[src/rtl/warp_sched_pkg.sv]
package warp_sched_pkg;

    // Number of lane-group slices one warp instruction is spread across.
    localparam int SLICES = 4;

    // Issue window phases; the choice is made on the edge leaving SLOT_3.
    typedef enum logic [1:0] {
        SLOT_0 = 2'd0,
        SLOT_1 = 2'd1,
        SLOT_2 = 2'd2,
        SLOT_3 = 2'd3
    } slot_e;

endpackage

[src/rtl/rr_picker.sv]
module rr_picker #(
    parameter int N  = 16,
    parameter int IW = 4
) (
    input  logic [N-1:0]  req,
    input  logic [IW-1:0] ptr,
    output logic          gnt_valid,
    output logic [IW-1:0] gnt_idx
);

    // First requester at or above ptr, wrapping modulo N.
    always_comb begin
        int j;
        gnt_valid = 1'b0;
        gnt_idx   = '0;
        for (int k = 0; k < N; k++) begin
            j = int'(ptr) + k;
            if (j >= N) j = j - N;
            if (!gnt_valid && req[j]) begin
                gnt_valid = 1'b1;
                gnt_idx   = IW'(j);
            end
        end
    end

endmodule

[src/rtl/warp_scoreboard.sv]
module warp_scoreboard #(
    parameter int NW = 16,
    parameter int NR = 16,
    parameter int WW = 4,
    parameter int RW = 4
) (
    input  logic           clk,
    input  logic           rst_n,
    input  logic           set_en,
    input  logic [WW-1:0]  set_warp,
    input  logic [RW-1:0]  set_reg,
    input  logic           clr_en,
    input  logic [WW-1:0]  clr_warp,
    input  logic [RW-1:0]  clr_reg,
    input  logic [NW*RW-1:0] q_dst,
    input  logic [NW*RW-1:0] q_src_a,
    input  logic [NW*RW-1:0] q_src_b,
    output logic [NW-1:0]  hazard
);

    for (genvar g = 0; g < NW; g++) begin : g_warp
        logic [NR-1:0] pend_q;

        // Clear first, then set: a same-cycle set of the same entry wins.
        always_ff @(posedge clk or negedge rst_n) begin
            if (!rst_n) begin
                pend_q <= '0;
            end else begin
                if (clr_en && clr_warp == WW'(g)) pend_q[clr_reg] <= 1'b0;
                if (set_en && set_warp == WW'(g)) pend_q[set_reg] <= 1'b1;
            end
        end

        assign hazard[g] = pend_q[q_dst[g*RW +: RW]]
                         | pend_q[q_src_a[g*RW +: RW]]
                         | pend_q[q_src_b[g*RW +: RW]];
    end

endmodule

[src/rtl/warp_issue_sched.sv]
module warp_issue_sched
    import warp_sched_pkg::*;
#(
    parameter int NUM_WARPS  = 16,
    parameter int LANE_GROUP = 8,
    parameter int NUM_REGS   = 16,
    localparam int WARP_SIZE = SLICES * LANE_GROUP,
    localparam int WW        = $clog2(NUM_WARPS),
    localparam int RW        = $clog2(NUM_REGS)
) (
    input  logic                           clk,
    input  logic                           rst_n,
    input  logic [NUM_WARPS-1:0]           warp_valid,
    input  logic [NUM_WARPS*RW-1:0]        next_dst,
    input  logic [NUM_WARPS*RW-1:0]        next_src_a,
    input  logic [NUM_WARPS*RW-1:0]        next_src_b,
    input  logic [NUM_WARPS*WARP_SIZE-1:0] thread_mask,
    input  logic                           wb_valid,
    input  logic [WW-1:0]                  wb_warp,
    input  logic [RW-1:0]                  wb_reg,
    output logic                           issue_valid,
    output logic [WW-1:0]                  issue_warp,
    output logic [RW-1:0]                  issue_tag,
    output logic [LANE_GROUP-1:0]          lane_mask,
    output logic [1:0]                     slice_idx
);

    slot_e                 slot_q, slot_d;
    logic                  decide;
    logic [NUM_WARPS-1:0]  hazard;
    logic [NUM_WARPS-1:0]  eligible;
    logic                  pick_valid;
    logic [WW-1:0]         pick_idx;
    logic [RW-1:0]         pick_dst;
    logic [WW-1:0]         ptr_q;
    logic                  cur_valid;
    logic [WW-1:0]         cur_warp;
    logic [RW-1:0]         cur_tag;
    logic [WARP_SIZE-1:0]  cur_mask;
    logic [LANE_GROUP-1:0] slice_bits;

    // ---------------- phase state machine ----------------
    always_comb begin
        slot_d = slot_q;
        unique case (slot_q)
            SLOT_0: slot_d = SLOT_1;
            SLOT_1: slot_d = SLOT_2;
            SLOT_2: slot_d = SLOT_3;
            SLOT_3: slot_d = SLOT_0;
        endcase
    end

    always_ff @(posedge clk or negedge rst_n) begin
        if (!rst_n) slot_q <= SLOT_3;
        else        slot_q <= slot_d;
    end

    assign decide = (slot_q == SLOT_3);

    // ---------------- readiness and choice ----------------
    warp_scoreboard #(
        .NW (NUM_WARPS),
        .NR (NUM_REGS),
        .WW (WW),
        .RW (RW)
    ) u_sb (
        .clk      (clk),
        .rst_n    (rst_n),
        .set_en   (decide && pick_valid),
        .set_warp (pick_idx),
        .set_reg  (pick_dst),
        .clr_en   (wb_valid),
        .clr_warp (wb_warp),
        .clr_reg  (wb_reg),
        .q_dst    (next_dst),
        .q_src_a  (next_src_a),
        .q_src_b  (next_src_b),
        .hazard   (hazard)
    );

    assign eligible = warp_valid & ~hazard;

    rr_picker #(
        .N  (NUM_WARPS),
        .IW (WW)
    ) u_pick (
        .req       (eligible),
        .ptr       (ptr_q),
        .gnt_valid (pick_valid),
        .gnt_idx   (pick_idx)
    );

    assign pick_dst = next_dst[pick_idx*RW +: RW];

    // ---------------- window registers ----------------
    always_ff @(posedge clk or negedge rst_n) begin
        if (!rst_n) begin
            ptr_q     <= '0;
            cur_valid <= 1'b0;
            cur_warp  <= '0;
            cur_tag   <= '0;
            cur_mask  <= '0;
        end else if (decide) begin
            cur_valid <= pick_valid;
            if (pick_valid) begin
                cur_warp <= pick_idx;
                cur_tag  <= pick_dst;
                cur_mask <= thread_mask[pick_idx*WARP_SIZE +: WARP_SIZE];
                ptr_q    <= (int'(pick_idx) == NUM_WARPS - 1) ? '0 : pick_idx + WW'(1);
            end
        end
    end

    // ---------------- outputs ----------------
    always_comb begin
        slice_bits = '0;
        unique case (slot_q)
            SLOT_0: slice_bits = cur_mask[0*LANE_GROUP +: LANE_GROUP];
            SLOT_1: slice_bits = cur_mask[1*LANE_GROUP +: LANE_GROUP];
            SLOT_2: slice_bits = cur_mask[2*LANE_GROUP +: LANE_GROUP];
            SLOT_3: slice_bits = cur_mask[3*LANE_GROUP +: LANE_GROUP];
        endcase
        lane_mask   = cur_valid ? slice_bits : '0;
        issue_valid = cur_valid && (slot_q == SLOT_0);
        issue_warp  = cur_warp;
        issue_tag   = cur_tag;
        slice_idx   = slot_q;
    end

endmodule

[config.mk]
export PLATFORM = sky130hd
export DESIGN_NAME = warp_issue_sched
export DESIGN_NICKNAME = d
export VERILOG_FILES = /design/src/rtl/warp_sched_pkg.sv /design/src/rtl/rr_picker.sv /design/src/rtl/warp_scoreboard.sv /design/src/rtl/warp_issue_sched.sv
export SDC_FILE = /design/constraint.sdc
export NUM_CORES = 1
export LEC_CHECK = 0
export BUFFER_PORTS_ARGS = -buffer_cell sky130_fd_sc_hd__buf_2
export CORE_MARGIN = 10
export CORE_UTILIZATION = 30
export DETAILED_ROUTE_END_ITERATION = 7
export PLACE_DENSITY_LB_ADDON = 0.1
export SKIP_CTS_REPAIR_TIMING = 1
export SYNTH_ARGS = -nofsm -noshare
export SYNTH_HDL_FRONTEND = slang
export SYNTH_SLANG_ARGS = --single-unit
[constraint.sdc]
create_clock -name clk -period 9.1 [get_ports clk]
set_input_delay 2.275 -clock clk [delete_from_list [all_inputs] [get_ports clk]]
set_output_delay 2.275 -clock clk [all_outputs]
set_load 0.01 [all_outputs]
==> flow_metrics.env <==
export IMPL_clkTransAtPathRegs_ps=60
export IMPL_start_kind="input port"
export IMPL_cp_max_fo=36
export IMPL_die_w_um=317.2
export IMPL_max_slew_worst_pin_slew_ps=1317
export IMPL_top_layer_used="met5"
export IMPL_post_route_period_util_pct=91.64
export IMPL_areaGrowthSynthToFinish_pct=25.37
export IMPL_totalWireLength_um=160800
export IMPL_synth_edf_count=0
export IMPL_wire_per_inst_um=36.86
export IMPL_die_height_um=317.2
export IMPL_async_reset_ff_share_pct=100.0
export IMPL_hold_path_end="issue_warp[1]"
export IMPL_fp_coreArea_sq_mm=0.08716
export IMPL_synth_fp_nets=3223
export IMPL_die_area_sq_mm=0.1006
export IMPL_r2r_end="u_sb.g_warp[6].pend_q[4]"
export IMPL_ys_seq_area_share_pct=28.63
export IMPL_ys_top_cells_by_count="mux4_2, dfrtp_1, o21ai_0"
export IMPL_ant_nets=0
export IMPL_rsz0062_at_grt="false"
export IMPL_drt_pass1_iterations=6
export IMPL_hold_depth=1
export IMPL_setup_violations=0
export IMPL_row_count=108
export IMPL_cts_htree_levels=2
export IMPL_synth_ff_type="dfrtp_1"
export IMPL_tns_ps=0
export IMPL_cts_sinks=303
export IMPL_netlist_top_cell_by_area="dfrtp_1"
export IMPL_via_per_inst=6.273
export IMPL_wl_met1_um=61930
export IMPL_min_path_type="reg -> reg"
export IMPL_drtIter0Drc=3191
export IMPL_via_count=27365
export IMPL_clockRootBuffer="clkbuf_16"
export IMPL_rrSetupSlack_ps=1850
export IMPL_slew_violations=0
export IMPL_syn_cell_area_sq_mm=0.02650
export IMPL_syn_inst=2476
export IMPL_clockBufferDepth=3
export IMPL_numPortBuffers=749
export IMPL_placed_cells=4277
export IMPL_finClkSkew_ps=28.70
export IMPL_antenna_found_initial=53
export IMPL_start_util_pct=30.40
export IMPL_fmax_mhz=119.9
export IMPL_synth_cell_types=106
export IMPL_drv_cap=0
export IMPL_status="complete, no violations"
export IMPL_io_pins=750
export IMPL_ys_warnings_count=0
export IMPL_critPathRequiredTime_ps=9560
export IMPL_cts_tree="yes"
export IMPL_dr_wl_met3_um=15200
export IMPL_yosysMostFrequentCell="mux4_2"
export IMPL_grt_pass1_wl_um=221400
export IMPL_slew_headroom_pct=11.59
export IMPL_nNetsFinal=3911
export IMPL_synth_seq_cells=303
export IMPL_drc_errors=0
export IMPL_grt_pass1_vias=28214
export IMPL_crit_type="in -> reg"
export IMPL_post_route_min_period_ps=8339
export IMPL_gp_congestion=1.072
export IMPL_r2r_start="ptr_q[1]"
export IMPL_synth_area_leaders="dfrtp_1, mux4_2, o21ai_0"
export IMPL_synth_top_cell_area_share_pct=28.43
export IMPL_cts_buffers=40
export IMPL_worst_ep_arrival_time_ps=8800
export IMPL_grtUsageTotal_pct=30.74
export IMPL_final_cells=4362
export IMPL_hold_viol=0
export IMPL_endpoint_kind="register"
export IMPL_drive_gt1_share_pct=43.15
export IMPL_grt_max_degree=135
export IMPL_grt_overflow=0
export IMPL_clock_latency_ps=580
export IMPL_syn_area_per_cell_sq_um=10.70
export IMPL_r2r_cells=17
export IMPL_routed_wl_met2_um=77520
export IMPL_hold_start="issue_warp[1]"
export IMPL_post_route_util_pct=38.11
export IMPL_hpwl_um=128000
## final cells by class
type                            count  area, sq um
Multi-Input combinational cell   1921        17870
Antenna cell                       16        40.04
Tap cell                         1155         1445
Sequential cell                   303         7585
Fill cell                        8761        53940
Clock inverter                     16        173.9
Timing Repair Buffer              856         4825
Clock buffer                       53         1111
Inverter                           42        165.2
## through the flow
| stage | worst slack [ps] | hold slack (ps) | instance area, sq um |
|---|---|---|---|
| 2_1_floorplan | 1534 | 501.6 | 26500 |
| 3_3_place_gp | 410.8 | 488.7 | 31890 |
| 3_5_place_dp | 328.6 | 494.0 | 31890 |
| 4_1_cts | 914.7 | 506.5 | 33180 |
| 5_1_grt | 600.2 | 528.7 | 33200 |
| 6_report | 760.9 | 503.0 | 33220 |
## cell usage in the layout, fill, tap and decap left out, types with 12 or more instances in the layout
| cell type | Yosys | routed |
|---|---|---|
| buf_2 | 64 | 748 |
| mux4_2 | 303 | 303 |
| dfrtp_1 | 301 | 301 |
| o21ai_0 | 300 | 300 |
| o31ai_1 | 159 | 159 |
| nand2_1 | 123 | 122 |
| nor2_1 | 120 | 118 |
| mux2i_1 | 103 | 103 |
| a22oi_1 | 89 | 89 |
| buf_4 | 5 | 86 |
| o21ai_1 | 62 | 62 |
| mux2_2 | 48 | 48 |
| nand3_1 | 50 | 48 |
| a31oi_1 | 44 | 44 |
| clkbuf_16 | 0 | 41 |
| o31ai_2 | 40 | 40 |
| a21oi_1 | 38 | 37 |
| inv_1 | 36 | 35 |
| nand2b_1 | 32 | 32 |
| o22ai_1 | 30 | 30 |
| nor2b_1 | 29 | 29 |
| nor3_1 | 24 | 24 |
| buf_12 | 0 | 21 |
| and2_1 | 21 | 19 |
| nand3b_1 | 18 | 18 |
| diode_2 | 0 | 16 |
| ha_1 | 16 | 16 |
| o211ai_1 | 13 | 13 |
| nand4_1 | 12 | 12 |
## sequential cells by signal, indices dropped and copies added, names as in the netlist
name                cells
issue_tag               4
ptr_q                   4
cur_valid               1
issue_warp              4
slice_idx               2
u_sb.g_warp.pend_q    256
cur_mask               32
## layer usage
layer / global-route usage (%) / up-vias
met5: 0 / -
met4: 10.85 / 34
met3: 8.413 / 271
met2: 50.63 / 1434
met1: 38.37 / 14164
li1: - / 11462
## logic make-up (layout without fill, tap and decap cells)
group                    count (synthesis)  in the layout  synth area share (%)
AO/OA/AOI/OAI                          907            907                 23.37
AND/OR/NAND/NOR                        527            527                 10.79
multiplexers                           456            456                 31.78
flip-flops                             303            303                 28.63
buffers and inverters                  252            967                 4.184
adder cells (fa/ha/maj)                 16             16                0.7555
XOR/XNOR                                15             15                0.4958
other                                    0             16                     0
## worst max path at each step
stage            startpoint                   endpoint  slack (ps)  cells past startpoint
5_1_grt        next_dst[44]  u_sb.g_warp[15].pend_q[1]         600                     20
6_report       next_dst[44]  u_sb.g_warp[15].pend_q[3]         760                     20
3_5_place_dp   next_dst[44]  u_sb.g_warp[15].pend_q[3]         330                     20
3_3_place_gp   next_dst[44]  u_sb.g_warp[15].pend_q[1]         410                     20
2_1_floorplan  next_dst[41]   u_sb.g_warp[3].pend_q[2]        1530                     21
4_1_cts        next_dst[44]  u_sb.g_warp[15].pend_q[3]         910                     20
## worst max-delay path, stage by stage
cell and delay (ps):
buf_2 210, mux4_2 540, mux2i_1 180, o21ai_0 130, nor3_1 1010, mux2i_1 330
mux4_2 550, mux2_4 360, mux2i_1 180, a211oi_1 90, or3_1 350, a22oi_2 270
o21a_4 210, buf_12 230, mux2i_1 430, a22oi_1 200, a32oi_2 380, nand4_2 250
buf_12 240, o31ai_1 290
Power is left out: the tool's default activity adds up to more than one toggle a clock period on the data nets, which glitch-free logic cannot reach.
